<file path="config.mk">
export PLATFORM = sky130hd
export DESIGN_NAME = tagged_rr_merger
export DESIGN_NICKNAME = d
export VERILOG_FILES = /design/src/rtl/rrm_pkg.sv /design/src/rtl/rrm_pointer.sv /design/src/rtl/rrm_request.sv /design/src/rtl/rrm_capture.sv /design/src/rtl/tagged_rr_merger.sv
export SDC_FILE = /design/constraint.sdc
export NUM_CORES = 1
export LEC_CHECK = 0
export CAP_MARGIN = 10
export CORE_AREA = 2 2 53 55
export CTS_CLUSTER_DIAMETER = 30
export DETAILED_ROUTE_END_ITERATION = 12
export DIE_AREA = 0 0 55 57
export DONT_BUFFER_PORTS = 1
export PLACE_DENSITY = 0.64
export SLEW_MARGIN = 30
export SYNTH_ARGS = -nofsm -noshare
export SYNTH_HDL_FRONTEND = slang
export SYNTH_SLANG_ARGS = --single-unit
</file>
<file path="constraint.sdc">
create_clock -name clk -period 1.4 [get_ports clk]
set_input_delay 0 -clock clk [delete_from_list [all_inputs] [get_ports clk]]
set_output_delay 0 -clock clk [all_outputs]
set_load 0.03 [all_outputs]
</file>
<file path="src/rtl/rrm_pkg.sv">
package rrm_pkg;
  localparam int BYTE_W = 8;
  localparam int TAG_W  = 4;
  localparam int WORD_W = BYTE_W + TAG_W;

  typedef logic [TAG_W-1:0]  tag_t;
  typedef logic [BYTE_W-1:0] byte_t;
  typedef logic [WORD_W-1:0] word_t;

  // next source after cur, wrapping after last
  function automatic tag_t next_idx(input tag_t cur, input tag_t last);
    return (cur == last) ? tag_t'(0) : tag_t'(cur + tag_t'(1));
  endfunction

  // output word: tag above the byte
  function automatic word_t pack_word(input tag_t tag, input byte_t b);
    return {tag, b};
  endfunction
endpackage

</file>
<file path="src/rtl/rrm_pointer.sv">
module rrm_pointer
  import rrm_pkg::*;
#(
  parameter int N_SRC = 4
) (
  input  logic clk,
  input  logic rst_n,
  input  logic stall,
  output tag_t ptr
);
  localparam tag_t LAST = tag_t'(N_SRC - 1);

  tag_t ptr_q;

  always_ff @(posedge clk or negedge rst_n) begin
    if (!rst_n)      ptr_q <= '0;
    else if (!stall) ptr_q <= next_idx(ptr_q, LAST);
  end

  assign ptr = ptr_q;


  ptr_range_chk: assert property (@(posedge clk) disable iff (!rst_n)
    ptr_q <= LAST);

  ptr_step_chk: assert property (@(posedge clk) disable iff (!rst_n)
    !stall |=> ptr_q == next_idx($past(ptr_q), LAST));

  ptr_hold_chk: assert property (@(posedge clk) disable iff (!rst_n)
    stall |=> $stable(ptr_q));
endmodule

</file>
<file path="src/rtl/rrm_request.sv">
module rrm_request
  import rrm_pkg::*;
#(
  parameter int N_SRC = 4
) (
  input  logic             clk,
  input  logic             rst_n,
  input  tag_t             ptr,
  input  logic [N_SRC-1:0] src_empty,
  input  logic             out_full,
  output logic             fire,
  output logic [N_SRC-1:0] src_rd
);
  logic cur_empty;

  always_comb begin
    cur_empty = 1'b1;
    for (int i = 0; i < N_SRC; i++)
      if (ptr == tag_t'(i)) cur_empty = src_empty[i];
  end

  assign fire = rst_n && !out_full && !cur_empty;

  always_comb begin
    src_rd = '0;
    for (int i = 0; i < N_SRC; i++)
      src_rd[i] = fire && (ptr == tag_t'(i));
  end


  rd_onehot_chk: assert property (@(posedge clk) disable iff (!rst_n)
    $onehot0(src_rd));

  rd_empty_chk: assert property (@(posedge clk) disable iff (!rst_n)
    (src_rd & src_empty) == '0);

  rd_full_chk: assert property (@(posedge clk) disable iff (!rst_n)
    out_full |-> src_rd == '0);
endmodule

</file>
<file path="src/rtl/rrm_capture.sv">
module rrm_capture
  import rrm_pkg::*;
#(
  parameter int N_SRC = 4
) (
  input  logic                    clk,
  input  logic                    rst_n,
  input  logic                    fire,
  input  tag_t                    ptr,
  input  logic [BYTE_W*N_SRC-1:0] src_data,
  output logic                    pend_v,
  output logic                    out_wr,
  output word_t                   out_word
);
  tag_t  pend_tag;
  byte_t lane [N_SRC];
  byte_t pick;

  for (genvar g = 0; g < N_SRC; g++) begin : g_lane
    assign lane[g] = src_data[g*BYTE_W +: BYTE_W];
  end

  always_comb begin
    pick = '0;
    for (int i = 0; i < N_SRC; i++)
      if (pend_tag == tag_t'(i)) pick = lane[i];
  end

  always_ff @(posedge clk or negedge rst_n) begin
    if (!rst_n) begin
      pend_v   <= 1'b0;
      pend_tag <= '0;
      out_wr   <= 1'b0;
      out_word <= '0;
    end else begin
      pend_v   <= fire;
      pend_tag <= ptr;
      out_wr   <= pend_v;
      if (pend_v) out_word <= pack_word(pend_tag, pick);
    end
  end


  fire_to_pend_chk: assert property (@(posedge clk) disable iff (!rst_n)
    fire |=> pend_v);

  pend_to_wr_chk: assert property (@(posedge clk) disable iff (!rst_n)
    pend_v |=> out_wr);

  wr_source_chk: assert property (@(posedge clk) disable iff (!rst_n)
    $rose(out_wr) |-> $past(pend_v));

  tag_range_chk: assert property (@(posedge clk) disable iff (!rst_n)
    out_wr |-> out_word[WORD_W-1:BYTE_W] <= tag_t'(N_SRC - 1));
endmodule

</file>
<file path="src/rtl/tagged_rr_merger.sv">
module tagged_rr_merger
  import rrm_pkg::*;
#(
  parameter int N_SRC = 4
) (
  input  logic                   clk,
  input  logic                   rst_n,
  input  logic [8*N_SRC-1:0]     src_data,
  input  logic [N_SRC-1:0]       src_empty,
  output logic [N_SRC-1:0]       src_rd,
  input  logic                   out_full,
  output logic                   out_wr,
  output logic [11:0]            out_word
);
  tag_t  ptr;
  logic  fire;
  logic  pend_v;
  word_t word_q;

  rrm_pointer #(.N_SRC(N_SRC)) u_ptr (
    .clk(clk), .rst_n(rst_n), .stall(out_full), .ptr(ptr)
  );

  rrm_request #(.N_SRC(N_SRC)) u_req (
    .clk(clk), .rst_n(rst_n), .ptr(ptr), .src_empty(src_empty),
    .out_full(out_full), .fire(fire), .src_rd(src_rd)
  );

  rrm_capture #(.N_SRC(N_SRC)) u_cap (
    .clk(clk), .rst_n(rst_n), .fire(fire), .ptr(ptr),
    .src_data(src_data), .pend_v(pend_v), .out_wr(out_wr),
    .out_word(word_q)
  );

  assign out_word = word_q;


  reset_quiet_chk: assert property (@(posedge clk)
    !rst_n |-> (!out_wr && src_rd == '0 && out_word == '0));
endmodule

</file>
==> flow_summary.json <==
{
  "synth_xor_area_share_pct": 0.726,
  "critPathKind": "reg2out",
  "synth_top_cell_area_share_pct": 45.6,
  "numPortBuffers": 0,
  "cts_tree": "yes",
  "antenna_cells": 0,
  "synth_warnings": 0,
  "final_area_um2": 1620,
  "synth_area_leader_cell": "dfrtp_1",
  "synth_area_leaders": "dfrtp_1 46%, mux2_2 5.6%, nor2_1 4.7%",
  "seqPwrFrac_pct": 45.1,
  "cts-buffers-inserted": 3,
  "drive_above_1_share_pct": 30.4,
  "placed_area_um2": 1310,
  "setup_viol": 4,
  "power.total_w": 0.00345,
  "min_period_over_period_pct": 124,
  "clock.fmax_ghz": 0.575,
  "io_pins": 56,
  "netlist_area_um2": 1210,
  "gr-total-overflow": 0,
  "intPower_w": 0.00194,
  "dpl.hpwl_um": 1950,
  "drtPass1Iterations": 4,
  "ys_ff_latch": 22,
  "power.share.clock_pct": 13.7,
  "report.final.slew_viol_count": 0,
  "cts_root_buffer": "clkbuf_4",
  "power.leakage_nw": 0.698,
  "routed_via_density": 5.65,
  "cts_max_level": 1,
  "hold_class": "in2reg",
  "grt_pass1_vias": 969,
  "finClkSkew_ns": 0.0110,
  "drv_cap": 0,
  "r2r_start": "u_cap.pend_tag[1]",
  "start_kind": "flip-flop",
  "initial_core_util_pct": 46.1,
  "syn_avg_cell_area_um2": 10.1,
  "syn_inst": 120,
  "nNetsFinal": 192,
  "synth-main-ff-cell": "dfrtp_1",
  "synth_compound_area_share_pct": 17.3,
  "post_drt_wl_per_cell_um": 15.8,
  "clk_latency_ns": 0.30,
  "antenna_found_initial": 0,
  "cts_num_sinks": 22,
  "path_clk_slew_ns": 0.12,
  "grt_usage_pct": 18.3,
  "synthArstFlopShare_pct": 100,
  "p_sw_w": 0.00151,
  "place.gp.congestion": 0.695,
  "synth_commonest_cells": "22 x dfrtp_1, 15 x nor2_1, 9 x inv_1",
  "core_um2": 2620,
  "synth_most_common_cell": "dfrtp_1",
  "rows": 19,
  "rsz0062_at_grt": "yes",
  "crit_arrival_ns": 1.74,
  "wl_um": 2820,
  "max_slew_margin_pct": 69.4,
  "violations": "negative setup slack",
  "tightestPinTransition_ns": 0.460,
  "combPwrFrac_pct": 41.2,
  "synth_mux_area_share_pct": 8.92,
  "fin_worst_hold_slack_ns": 0.0111,
  "cp_max_fo": 4,
  "place_inst": 157,
  "yosys.area_share.simple_pct": 16.3,
  "yosysUniqueCellTypes": 35,
  "area_delta_synth_final_pct": 34.6,
  "detail-route-antenna-nets": 0,
  "die_h_um": 57,
  "power.density_nw_per_um2": 2120,
  "dpl_worst_slack_ns": -0.0712,
  "drt-initial-drc-count": 14,
  "setup_ws_ns": -0.340,
  "min_period_ns": 1.74,
  "end_kind": "output pin",
  "cp.required_ns": 1.40,
  "grt_first_pass_wirelength_um": 4260,
  "ir_drop_v": 0.00143,
  "ys_seq_area_share_pct": 45.6,
  "synth_top_family_by_area": "compound AO/OA/AOI/OAI gates",
  "synthAdderAreaFrac_pct": 4.15,
  "hold_viol": 0,
  "swShare_pct": 43.9,
  "fillerInstances": 237,
  "cts.path.max_buffers": 2,
  "grt_max_degree": 24,
  "die-area_um2": 3140,
  "status": "finished with violations",
  "drc": 0,
  "min_from": "src_empty[0]",
  "syn_nets": 163,
  "synth_edf_count": 0,
  "cp-startpoint": "u_ptr.ptr[0]",
  "num_vias": 1012,
  "instances_no_fill": 179,
  "die_x_um": 55
}
[final cells by class]
| type | instances | area (um^2) | area share [%] |
|---|---|---|---|
| Multi-Input combinational cell | 83 | 632 | 38.9 |
| Tap cell | 31 | 38.8 | 2.39 |
| Clock buffer | 3 | 22.5 | 1.39 |
| Timing Repair Buffer | 30 | 312 | 19.2 |
| Inverter | 9 | 36.3 | 2.23 |
| Clock inverter | 1 | 30.0 | 1.85 |
| Sequential cell | 22 | 553 | 34.1 |
[metal layers]
metal  global-route usage, %  vias up  wire (um)
met5                       0        -          0
met1                    22.1      485       1150
li1                        -      485          -
met4                    7.32        0         13
met3                    2.62        2        177
met2                    31.6       40       1480
[critical path, stage by stage, from the launching register on]
cell and delay [ns]:
dfrtp_2 0.48, ha_2 0.21, buf_4 0.14, a21oi_1 0.19, a21oi_2 0.11, and2_4 0.18
buf_12 0.13
[what timing repair did]
item | in CTS | in global routing
endpoints found under the hold margin | 34 | 23
setup buffers | 1 | 2
resized for setup | 13 | 5
pin swaps | 6 | 7
hold buffers | 11 | 4
endpoints found under the setup margin | 4 | 6
[cells by family (layout without fill, tap and decap cells)]
group / Yosys count / in the layout
DFF: 22 / 22
AOI/OAI and AO/OA: 33 / 33
muxes: 9 / 9
xor gates and xnor gates: 1 / 1
buffers and inverters: 15 / 43
adders and majority gates: 4 / 4
and+or+nand+nor: 36 / 36
[power groups by stage]
stage                     Combinational [W]  Sequential (W)  Clock (W)
after global placement              0.00112         0.00154          0
after global routing                0.00159         0.00159   0.000508
final                               0.00142         0.00156   0.000472
after floorplan                    0.000934         0.00146          0
after detailed placement            0.00118         0.00155          0
after CTS                           0.00130         0.00154   0.000493
[state kept, by name (all words and copies together), names as in the netlist]
| register | flops |
|---|---|
| u_cap.out_word | 12 |
| u_cap.out_wr | 1 |
| u_cap.pend_tag | 4 |
| u_cap.pend_v | 1 |
| u_ptr.ptr | 4 |
[placed cells by master (no fill, tap or decap), drive strengths merged]
cell type,instances
nor2b,2
a21oi,7
or3b,1
o31ai,1
o2111ai,1
nand4b,2
dfrtp,22
inv,9
ha,4
o21ai,10
a32oi,6
nor3,1
a31oi,3
dlygate4sd3,13
a21o,1
clkbuf,3
xnor2,1
nor2,16
nor3b,1
o21bai,1
and2,2
mux2,8
o22ai,1
buf,17
bufinv,1
nand2b,1
a211oi,2
nand3,2
nor4,1
mux2i,1
nand2,6
nor4b,1
[per-stage QoR]
step / utilization [%] / TNS (ns)
2_1_floorplan: - / 0
3_3_place_gp: 50.1 / 0
3_5_place_dp: 50.1 / -0.129
4_1_cts: 58.4 / -1.17
5_1_grt: 62.1 / -1.66
6_report: 62.1 / -1.15
[path summary, 6_finish.rpt]
check / to / slack, ns / depth (start not counted)
worst min-delay path: u_cap.pend_v / 0.01 / 3
worst max register to register: u_cap.out_word[2] / 0.06 / 4
max in group asynchronous: u_ptr.ptr[0] / 1.05 / 3
min in group asynchronous: u_cap.out_wr / 0.21 / 3
worst max-delay path: src_rd[1] / -0.34 / 6
worst min register to register: u_cap.pend_tag[2] / 0.45 / 0
Note: power is estimated with default switching activity, not from simulation.
